==> src/rtl/tcg_pkg.sv <==
package tcg_pkg;
  localparam int AW = 3;

  localparam int A_CTRL  = 0;
  localparam int A_COEF  = 1;
  localparam int A_AMP   = 2;
  localparam int A_BLEN  = 3;
  localparam int A_GLEN  = 4;
  localparam int A_CLR   = 5;

  typedef enum logic [1:0] {
    ST_IDLE  = 2'd0,
    ST_BURST = 2'd1,
    ST_DRAIN = 2'd2,
    ST_GAP   = 2'd3
  } cad_state_e;

  // bit 0 is gen_en
  typedef struct packed {
    logic irq_en_gap;
    logic irq_en_burst;
    logic route_rx;
    logic route_tx;
    logic zc_en;
    logic gap_tmr_en;
    logic burst_tmr_en;
    logic gen_en;
  } ctrl_t;
endpackage

==> src/rtl/tcg_regs.sv <==
module tcg_regs
  import tcg_pkg::*;
#(
  parameter int DW = 16,
  parameter int CW = 16,
  parameter int WD = 16
) (
  input  logic                 clk_i,
  input  logic                 rst_ni,
  input  logic                 wr_en_i,
  input  logic [AW-1:0]        wr_addr_i,
  input  logic [WD-1:0]        wr_data_i,
  output ctrl_t                ctrl_o,
  output logic signed [DW-1:0] coef_o,
  output logic signed [DW-1:0] amp_o,
  output logic [CW-1:0]        blen_o,
  output logic [CW-1:0]        glen_o,
  output logic [1:0]           clr_o
);
  always_ff @(posedge clk_i or negedge rst_ni) begin
    if (!rst_ni) begin
      ctrl_o <= '0;
      coef_o <= '0;
      amp_o  <= '0;
      blen_o <= '0;
      glen_o <= '0;
    end else if (wr_en_i) begin
      unique case (wr_addr_i)
        AW'(A_CTRL): ctrl_o <= ctrl_t'(wr_data_i[7:0]);
        AW'(A_COEF): coef_o <= wr_data_i[DW-1:0];
        AW'(A_AMP):  amp_o  <= wr_data_i[DW-1:0];
        AW'(A_BLEN): blen_o <= wr_data_i[CW-1:0];
        AW'(A_GLEN): glen_o <= wr_data_i[CW-1:0];
        default: ;
      endcase
    end
  end

  assign clr_o = (wr_en_i && wr_addr_i == AW'(A_CLR)) ? wr_data_i[1:0] : 2'b00;
endmodule

==> src/rtl/tcg_osc.sv <==
module tcg_osc #(
  parameter int DW   = 16,
  parameter int FRAC = 14
) (
  input  logic                 clk_i,
  input  logic                 rst_ni,
  input  logic                 load_i,
  input  logic                 zero_i,
  input  logic                 adv_i,
  input  logic signed [DW-1:0] coef_i,
  input  logic signed [DW-1:0] amp_i,
  output logic signed [DW-1:0] y_o,
  output logic signed [DW-1:0] y_nxt_o
);
  localparam int PW = 2 * DW;
  localparam int XW = PW + 1;
  localparam logic signed [XW-1:0] HI = XW'((2 ** (DW - 1)) - 1);
  localparam logic signed [XW-1:0] LO = -HI - XW'(1);

  logic signed [DW-1:0] y1_q, y2_q;
  logic signed [PW-1:0] prod;
  logic signed [PW-1:0] scaled;
  logic signed [XW-1:0] acc;

  // 2*coef*y with coef in Q1.14 -> shift by FRAC-1
  assign prod   = coef_i * y1_q;
  assign scaled = prod >>> (FRAC - 1);
  assign acc    = $signed({scaled[PW-1], scaled})
                - $signed({{(XW - DW){y2_q[DW-1]}}, y2_q});

  always_comb begin
    if (acc > HI)      y_nxt_o = HI[DW-1:0];
    else if (acc < LO) y_nxt_o = LO[DW-1:0];
    else               y_nxt_o = acc[DW-1:0];
  end

  always_ff @(posedge clk_i or negedge rst_ni) begin
    if (!rst_ni) begin
      y1_q <= '0;
      y2_q <= '0;
    end else if (zero_i) begin
      y1_q <= '0;
      y2_q <= '0;
    end else if (load_i) begin
      y1_q <= amp_i;
      y2_q <= '0;
    end else if (adv_i) begin
      y2_q <= y1_q;
      y1_q <= y_nxt_o;
    end
  end

  assign y_o = y1_q;
endmodule

==> src/rtl/tcg_cadence.sv <==
module tcg_cadence
  import tcg_pkg::*;
#(
  parameter int CW = 16
) (
  input  logic          clk_i,
  input  logic          rst_ni,
  input  logic          tick_i,
  input  logic          gen_en_i,
  input  logic          burst_tmr_en_i,
  input  logic          gap_tmr_en_i,
  input  logic          zc_en_i,
  input  logic [CW-1:0] blen_i,
  input  logic [CW-1:0] glen_i,
  input  logic          sign_cur_i,
  input  logic          sign_nxt_i,
  output cad_state_e    state_o,
  output logic          load_o,
  output logic          zero_o,
  output logic          adv_o,
  output logic          burst_exp_o,
  output logic          gap_exp_o
);
  cad_state_e    state_q, state_d;
  logic [CW-1:0] cnt_q, cnt_d;
  logic [CW-1:0] blast, glast;
  logic          crossing, may_end;

  // zero length behaves as one tick
  assign blast    = (blen_i == '0) ? '0 : blen_i - CW'(1);
  assign glast    = (glen_i == '0) ? '0 : glen_i - CW'(1);
  assign crossing = sign_cur_i ^ sign_nxt_i;
  assign may_end  = !zc_en_i || crossing;

  always_comb begin
    state_d     = state_q;
    cnt_d       = cnt_q;
    load_o      = 1'b0;
    zero_o      = 1'b0;
    adv_o       = 1'b0;
    burst_exp_o = 1'b0;
    gap_exp_o   = 1'b0;
    if (!gen_en_i) begin
      state_d = ST_IDLE;
      cnt_d   = '0;
      zero_o  = 1'b1;
    end else if (tick_i) begin
      unique case (state_q)
        ST_IDLE: begin
          state_d = ST_BURST;
          cnt_d   = '0;
          load_o  = 1'b1;
        end
        ST_BURST: begin
          burst_exp_o = burst_tmr_en_i && (cnt_q == blast);
          if (burst_exp_o) begin
            if (may_end) begin
              state_d = ST_GAP;
              cnt_d   = '0;
              zero_o  = 1'b1;
            end else begin
              state_d = ST_DRAIN;
              adv_o   = 1'b1;
            end
          end else begin
            cnt_d = cnt_q + CW'(1);
            adv_o = 1'b1;
          end
        end
        ST_DRAIN: begin
          if (may_end) begin
            state_d = ST_GAP;
            cnt_d   = '0;
            zero_o  = 1'b1;
          end else begin
            adv_o = 1'b1;
          end
        end
        ST_GAP: begin
          gap_exp_o = gap_tmr_en_i && (cnt_q == glast);
          if (gap_exp_o) begin
            state_d = ST_BURST;
            cnt_d   = '0;
            load_o  = 1'b1;
          end else begin
            cnt_d = cnt_q + CW'(1);
          end
        end
        default: state_d = ST_IDLE;
      endcase
    end
  end

  always_ff @(posedge clk_i or negedge rst_ni) begin
    if (!rst_ni) begin
      state_q <= ST_IDLE;
      cnt_q   <= '0;
    end else begin
      state_q <= state_d;
      cnt_q   <= cnt_d;
    end
  end

  assign state_o = state_q;
endmodule

==> src/rtl/tcg_irq.sv <==
module tcg_irq #(
  parameter int N = 2
) (
  input  logic         clk_i,
  input  logic         rst_ni,
  input  logic [N-1:0] set_i,
  input  logic [N-1:0] clr_i,
  input  logic [N-1:0] en_i,
  output logic [N-1:0] pend_o,
  output logic         irq_o
);
  for (genvar g = 0; g < N; g++) begin : g_pend
    always_ff @(posedge clk_i or negedge rst_ni) begin
      if (!rst_ni)       pend_o[g] <= 1'b0;
      else if (set_i[g]) pend_o[g] <= 1'b1;   // set beats clear
      else if (clr_i[g]) pend_o[g] <= 1'b0;
    end
  end

  assign irq_o = |(pend_o & en_i);
endmodule

==> src/rtl/tone_cadence_gen.sv <==
module tone_cadence_gen
  import tcg_pkg::*;
#(
  parameter int DW   = 16,
  parameter int CW   = 16,
  parameter int FRAC = 14,
  localparam int WD  = (DW > CW) ? ((DW > 8) ? DW : 8) : ((CW > 8) ? CW : 8)
) (
  input  logic          clk_i,
  input  logic          rst_ni,
  input  logic          tick_i,
  input  logic          wr_en_i,
  input  logic [AW-1:0] wr_addr_i,
  input  logic [WD-1:0] wr_data_i,
  output logic [DW-1:0] sample_o,
  output logic          sample_vld_o,
  output logic          tx_vld_o,
  output logic          rx_vld_o,
  output logic          irq_o,
  output logic [1:0]    irq_status_o
);
  ctrl_t                ctrl;
  logic signed [DW-1:0] coef, amp;
  logic [CW-1:0]        blen, glen;
  logic [1:0]           clr_pulse;
  cad_state_e           cad_state;
  logic                 osc_load, osc_zero, osc_adv;
  logic                 burst_exp, gap_exp;
  logic signed [DW-1:0] osc_y, osc_nxt;
  logic                 vld_q;

  tcg_regs #(.DW(DW), .CW(CW), .WD(WD)) i_regs (
    .clk_i, .rst_ni, .wr_en_i, .wr_addr_i, .wr_data_i,
    .ctrl_o(ctrl), .coef_o(coef), .amp_o(amp),
    .blen_o(blen), .glen_o(glen), .clr_o(clr_pulse)
  );

  tcg_cadence #(.CW(CW)) i_cadence (
    .clk_i, .rst_ni, .tick_i,
    .gen_en_i(ctrl.gen_en),
    .burst_tmr_en_i(ctrl.burst_tmr_en),
    .gap_tmr_en_i(ctrl.gap_tmr_en),
    .zc_en_i(ctrl.zc_en),
    .blen_i(blen), .glen_i(glen),
    .sign_cur_i(osc_y[DW-1]), .sign_nxt_i(osc_nxt[DW-1]),
    .state_o(cad_state),
    .load_o(osc_load), .zero_o(osc_zero), .adv_o(osc_adv),
    .burst_exp_o(burst_exp), .gap_exp_o(gap_exp)
  );

  tcg_osc #(.DW(DW), .FRAC(FRAC)) i_osc (
    .clk_i, .rst_ni,
    .load_i(osc_load), .zero_i(osc_zero), .adv_i(osc_adv),
    .coef_i(coef), .amp_i(amp),
    .y_o(osc_y), .y_nxt_o(osc_nxt)
  );

  tcg_irq #(.N(2)) i_irq (
    .clk_i, .rst_ni,
    .set_i({gap_exp, burst_exp}),
    .clr_i(clr_pulse),
    .en_i({ctrl.irq_en_gap, ctrl.irq_en_burst}),
    .pend_o(irq_status_o),
    .irq_o
  );

  always_ff @(posedge clk_i or negedge rst_ni) begin
    if (!rst_ni) vld_q <= 1'b0;
    else         vld_q <= tick_i && ctrl.gen_en;
  end

  assign sample_o = (ctrl.gen_en && (cad_state == ST_BURST || cad_state == ST_DRAIN))
                  ? osc_y : '0;
  assign sample_vld_o = vld_q;
  assign tx_vld_o     = vld_q && ctrl.route_tx;
  assign rx_vld_o     = vld_q && ctrl.route_rx;
endmodule

==> config.mk <==
export PLATFORM = sky130hd
export DESIGN_NAME = tone_cadence_gen
export DESIGN_NICKNAME = d
export VERILOG_FILES = /design/src/rtl/tcg_pkg.sv /design/src/rtl/tcg_regs.sv /design/src/rtl/tcg_osc.sv /design/src/rtl/tcg_cadence.sv /design/src/rtl/tcg_irq.sv /design/src/rtl/tone_cadence_gen.sv
export SDC_FILE = /design/constraint.sdc
export NUM_CORES = 1
export LEC_CHECK = 0
export BUFFER_PORTS_ARGS = -buffer_cell sky130_fd_sc_hd__buf_2
export CAP_MARGIN = 20
export CORE_AREA = 2 2 286 147
export CTS_BUF_LIST = sky130_fd_sc_hd__clkbuf_8
export DETAILED_ROUTE_END_ITERATION = 12
export DIE_AREA = 0 0 288 149
export RECOVER_POWER = 100
export SYNTH_ARGS = -nofsm -noshare
export SYNTH_HDL_FRONTEND = slang
export SYNTH_SLANG_ARGS = --single-unit
==> constraint.sdc <==
create_clock -name clk_i -period 20.9 [get_ports clk_i]
set_clock_uncertainty 0.05 [all_clocks]
set_input_delay 1.045 -clock clk_i [delete_from_list [all_inputs] [get_ports clk_i]]
set_output_delay 1.045 -clock clk_i [all_outputs]
set_load 0.1 [all_outputs]
After elaboration in Yosys (flattened, before gate mapping)
Index checks and enable logic that the tools add are counted.

storage, ports and cells
  register bits after elaboration = 125
  bits of input ports = 23
  output and inout port bits = 22

cells by class
  $add $sub $neg = 4
  multipliers = 1
  magnitude comparators = 2
  equal/unequal tests = 14
  muxes and demuxes = 49
  bitwise gates (word level) = 2
  reductions and logical operators = 24

operators by type and width
  cell                   number
  $mux 16                16
  $pmux 16 s4            1
  $gt 33x16->1 const B   1
  $lt 33x16->1 const B   1
  $eq 16x16->1           2
  $logic_not 16->1       2
  $mul 16x16->32         1
  $sub 16x1->16 const B  2
  $mux 1                 22
  $sub 19x16->20         1
  $add 16x1->16 const B  1
  $mux 2                 6
  $reduce_and 2->1       5
  $ne 3x2->1 const B     3
  $pmux 2 s4             1
  $logic_and 1x1->1      7
  $eq 3x2->1 const B     2
  $eq 3x3->1 const B     2
  $pmux 1 s2             3
  $eq 2x2->1 const B     2
  $reduce_and 4->1       1
  $reduce_bool 2->1      2
  $eq 3x1->1 const B     1
  $logic_not 3->1        1
  other kinds (9)        10

Depth between registers and ports, before layout
  word-level depth = 15
  depth in mapped cells = 40
  gate-level depth less buffers = 34

Modules after synthesis
Synthesis repeated with hierarchy kept, for this count alone.

unflattened totals
  cell total of the unflattened synthesis = 1927
  area, all modules = 18028.5 um^2

modules (own cells, without submodules)
  module            instances  cells an instance  area an instance (um^2)  sequential area each (um^2)
  tcg_osc           1          1344               12084.1                  800.8
  tcg_regs          1          159                2875.3                   1801.7
  tcg_cadence       1          394                2803.9                   450.4
  tone_cadence_gen  1          23                 182.7                    25.0
  tcg_irq           1          7                  82.6                     50.0

Worst setup path after synthesis
OpenSTA, ideal clock, no wires.

  path kind = reg2reg
  start = register i_osc.y1_q[15], in the netlist i_osc.y_o[15]
  end = register i_osc.y1_q[0], in the netlist i_osc.y_o[0]
  library setup time = 125 ps
  arrival = 9244 ps
  data required time = 20725 ps
  slack = 11481 ps
  stages on the path, launching flop included = 39
  buffers on the path = 6
  clock period less this slack = 9419 ps
  path through = dfrtp_1 -> clkbuf_1 -> inv_1 -> buf_1 -> nor2_1 -> fa_1 -> fa_1 -> fa_1 -> fa_1 -> fa_1 -> inv_1 -> fa_1 -> inv_1 -> ha_1 -> a21o_1 -> a21o_1 -> a21o_1 -> a22o_1 -> (+3 left out) -> o21bai_1 -> a21o_1 -> xnor2_1 -> ha_1 -> clkbuf_1 -> inv_1 -> a2111oi_2 -> a21o_1 -> a21oi_1 -> a31oi_1 -> o21ai_0 -> o31a_1 -> buf_4 -> a21o_1 -> buf_6 -> nand2b_4 -> buf_8 -> mux2_4

on the way
  word-level cells in the longest chain between the ends = 13
  elaborated cells between the ends (all ways) = 22
  classes of those cells = 1 x add/sub; 1 x mul; 2 x order compare; 15 x mux; 1 x bitwise; 2 x reduce/logical

RTL lines
  what                                                           RTL line                              text
  start: declaration                                             tcg_osc.sv:20                         logic signed [DW-1:0] y1_q, y2_q;
  start signal: assignment                                       tcg_osc.sv:45                         y1_q <= amp_i;
  start signal: assignment                                       tcg_osc.sv:49                         y1_q <= y_nxt_o;
  $mul 16x16->32                                                 tcg_osc.sv:26                         assign prod = coef_i * y1_q;
  $sub 19x16->20                                                 tcg_osc.sv:29                         - $signed({{(XW - DW){y2_q[DW-1]}}, y2_q});
  $lt 33x16->1                                                   tcg_osc.sv:33                         else if (acc < LO) y_nxt_o = LO[DW-1:0];
  $mux 16                                                        tcg_osc.sv:33
  $mux 16                                                        tcg_osc.sv:32                         if (acc > HI) y_nxt_o = HI[DW-1:0];
  $xor 1x1->1                                                    tcg_cadence.sv:32                     assign crossing = sign_cur_i ^ sign_nxt_i;
  $logic_or 1x1->1                                               tcg_cadence.sv:33                     assign may_end = !zc_en_i || crossing;
  $mux 1                                                         tcg_cadence.sv:57, tcg_cadence.sv:71
  $mux 1                                                         tcg_cadence.sv:56                     if (burst_exp_o) begin
  $pmux 1 s2                                                     tcg_cadence.sv:48                     unique case (state_q)
  $mux 1                                                         tcg_cadence.sv:47                     end else if (tick_i) begin
  $mux 1                                                         tcg_cadence.sv:43                     if (!gen_en_i) begin
  $reduce_bool 3->1 (no line) / $mux 16 (equally long branches)  --

Parallel ways exist; a longest one is shown, timed or not. The select of a mux whose other input is x is not followed.
A chain may end at the register's enable or synchronous reset.

Final worst setup path
  start = register i_osc.y1_q[1], in the netlist i_osc.y_o[1]
  end = register i_osc.y1_q[1], in the netlist i_osc.y_o[1]

on the way
  word-level cells in the longest chain between the ends = 13
  elaborated cells between the ends (all ways) = 22
  classes of those cells = 1 x add/sub; 1 x mul; 2 x order compare; 15 x mux; 1 x bitwise; 2 x reduce/logical

RTL lines
  what                                                           RTL line
  $mul 16x16->32 *                                               tcg_osc.sv:26
  $sub 19x16->20 *                                               tcg_osc.sv:29
  $lt 33x16->1                                                   tcg_osc.sv:33
  $mux 16                                                        tcg_osc.sv:33
  $mux 16 *                                                      tcg_osc.sv:32
  $xor 1x1->1                                                    tcg_cadence.sv:32
  $logic_or 1x1->1                                               tcg_cadence.sv:33
  $mux 1                                                         tcg_cadence.sv:57, tcg_cadence.sv:71
  $mux 1                                                         tcg_cadence.sv:56
  $pmux 1 s2                                                     tcg_cadence.sv:48
  $mux 1                                                         tcg_cadence.sv:47
  $mux 1                                                         tcg_cadence.sv:43
  $reduce_bool 3->1 (no line) / $mux 16 (equally long branches)  --

Every way passes the cells marked *; elsewhere a longest branch is shown, timed or not. The select of a mux whose other input is x is not followed.

==> flow_summary_export.csv <==
group,metric,value,unit
clocking,post_cts_buffers,0,
layout,fin_cells,2508,
global_route,gr-total-overflow,0,
layout,finalInstanceArea,18800,sq um
layout,most-common-layout-cells,"365 x inv_1, 262 x fa_1, 193 x nand2_1, 125 x dfrtp_1, 122 x and2_1",
clocking,clock_sinks,125,
worst_setup_path,worst_setup_path_end_kind,"flop",
clocking,cts_resized,0,
floorplan,core-area,40800,sq um
synth,avgSynthCellArea,9.15,sq um
min_path,hp-class,"reg -> reg",
worst_setup_path,worst_setup_path_start_kind,"flop",
worst_setup_path,required,21200,ps
synth,postSynth.asyncResetShare,100,%
placed_design,hpwl,41.4,mm
global_route,antenna_found_initial,1,
clocking,cts_tree,"built",
clocking,cts_buffers,17,
placed_design,dp_cells,2476,
timing,rsz0062_at_grt,"no",
outcome,violations,"capacitance limit, slew limit",
synth,ys_ff_latch,125,
floorplan,pin_count,45,
drt,firstDrtPassIters,5,
layout,n_fill_cell,4006,
layout,final-seq-area,3130,sq um
placed_design,place_worst_setup_slack,10260,ps
worst_setup_path,crit_family,"adder cells",
global_route,grt_pass1_wl,83.0,mm
placed_design,placed_cell_area,18600,sq um
min_path,worstHoldStart,"i_regs.amp_o[15]",
floorplan,die_width,288,microns
timing,slew_violations,148,
worst_setup_path,timing.rr.start,"i_osc.y_o[1]",
layout,multi_input_area,13000,sq um
worst_setup_path,cp-startpoint,"i_osc.y_o[1]",
floorplan,die-height,149,microns
drt,routed_via_density,5.58,
synth,syn_area,18000,sq um
global_route,grt_max_degree,69,
worst_setup_path,path_max_fanout,19,
timing,maxSlewHeadroom,-146,%
worst_setup_path,cp_slowest_cell,"clkbuf_1",
worst_setup_path,crit_arrival,12330,ps
layout,mostFrequentLayoutCell,"inv_1",
timing,report.final.setup_viol,0,
job,drv_cap,3,
global_route,grtUsageTotal,25.7,%
synth,ys_types,84,
clocking,clock_latency,480,ps
synth,yosysWarnings,0,
layout,antennaDiodeCount,0,
timing,hold_violations,0,
clocking,clock_path_buffers,2,
worst_setup_path,criticalPathCategory,"reg -> reg",
synth,ys_seq_area_share,17.4,%
drt,drcViolationCount,0,
timing,setup_slack,8880,ps
timing,finalCritPeriodShare,57.5,%
floorplan,initial_utilization,44.1,%
placed_design,routabilityCongestion,0.933,
outcome,outcome,"complete, but fails checks",
synth,syn_inst,1967,
worst_setup_path,slowest_delay,1160,ps
clocking,cts-root-buf,"clkbuf_8",
synth,synth_nets,2357,
drt,wl_per_cell,20.8,microns
timing,worstMarginPinSlew,3690,ps
drt,vias,14000,
drt,drtIter0Drc,1234,
floorplan,dieArea,42900,sq um
synth,synth_edf_count,0,
layout,nets,2337,
timing,fin_tns_setup,0,ps
worst_setup_path,reg2reg_setup_slack,8880,ps
timing,period_needed,12020,ps
timing,fmax,83.2,MHz
clocking,clkTransAtPathRegs,70,ps
layout,syn2layout_area_growth,4.69,%
floorplan,row_count,53,
drt,wl,52.1,mm
global_route,grt_pass1_vias,13900,
layout,drive_above_1_share,7.56,%
placed_design,port_buffers,44,
worst_setup_path,critPathBufInv,7,
clocking,cts_hold_buf,0,
synth,synth-main-ff-cell,"dfrtp_1",
drt,ant_nets,0,
clocking,htreeDepth,4,
## final timing paths
| kind | depth (start not counted) | to |
|---|---|---|
| max in group asynchronous | 2 | i_osc.y2_q[4] |
| hold reg to reg | 2 | i_osc.y_o[15] |
| setup / recovery | 32 | i_osc.y_o[1] |
| setup reg to reg | 32 | i_osc.y_o[1] |
| min in group asynchronous | 1 | i_regs.ctrl_o[1] |
| hold / removal | 2 | i_osc.y_o[15] |
## synth_stat cells (all sizes together) (6+ instances only)
cell	count	area, sq um
inv	364	1370
fa	262	5250
nand2	193	724
dfrtp	125	3130
and2	123	769
ha	105	1310
clkbuf	88	330
nor2	81	304
mux2	61	694
a21oi	55	283
o21ai	54	270
xnor2	49	429
nor3	41	233
and3	27	169
a31oi	25	156
mux2i	24	240
a21o	22	165
nand3	21	105
buf	20	154
xor2	20	175
nor4	17	146
nand2b	14	95.1
nand4	12	75.1
nor2b	10	62.6
o21a	9	67.6
or4	9	67.6
or3	8	50.1
a22o	7	61.3
o31ai	7	66.3
a211oi	6	45.0
a221o	6	60.1
o211ai	6	45.0
## tightest hold or removal path, delay by kind of cell (launching register included)
family / cells / cell delay, ps
simple gates: 1 / 50
compound gates: 1 / 60
flops: 1 / 350
## layout make-up
| type | instances | area share, % |
|---|---|---|
| multi-input cells | 1370 | 68.9 |
| inverters | 364 | 7.25 |
| clock buffers | 21 | 1.53 |
| clock inverters | 9 | 0.246 |
| flip-flops and latches | 125 | 16.6 |
| well taps | 550 | 3.65 |
| repair buffers | 69 | 1.84 |
## routing by layer
metal / global-route usage (%) / vias up / wire (microns)
met5: 2.05 / - / 119
met4: 4.33 / 2 / 702
met3: 7.75 / 49 / 5640
met2: 33.0 / 629 / 19600
met1: 41.7 / 7048 / 26100
li1: - / 6275 / -
## flip-flops by register name, indices dropped and copies added (netlist names)
| name | count |
|---|---|
| i_cadence.cnt_q | 16 |
| i_osc.y2_q | 16 |
| i_osc.y_o | 16 |
| i_regs.amp_o | 16 |
| i_regs.blen_o | 16 |
| i_regs.coef_o | 16 |
| i_regs.glen_o | 16 |
| i_regs.ctrl_o | 8 |
| i_cadence.state_o | 2 |
| i_irq.pend_o | 2 |
| sample_vld_o | 1 |
## kinds of logic (layout without fill, tap and decap cells)
family / Yosys count / count (layout) / synth area share, %
xor gates and xnor gates: 70 / 70 / 3.49
and+or+nand+nor: 589 / 589 / 17.2
adders and majority gates: 367 / 367 / 36.4
buffers and inverters: 472 / 463 / 10.3
AOI/OAI and AO/OA: 259 / 259 / 10.1
DFF: 125 / 125 / 17.4
muxes: 85 / 85 / 5.19
## per-stage QoR
stage                     hold slack, ps  utilization, %
after floorplan                      395               -
after global routing                 477            46.1
after detailed placement             429            45.6
final                                446            46.1
after global placement               413            45.6
after CTS                            446            46.5
Power is left out: the tool's default activity adds up to more than one toggle a clock period on the data nets, which glitch-free logic cannot reach.
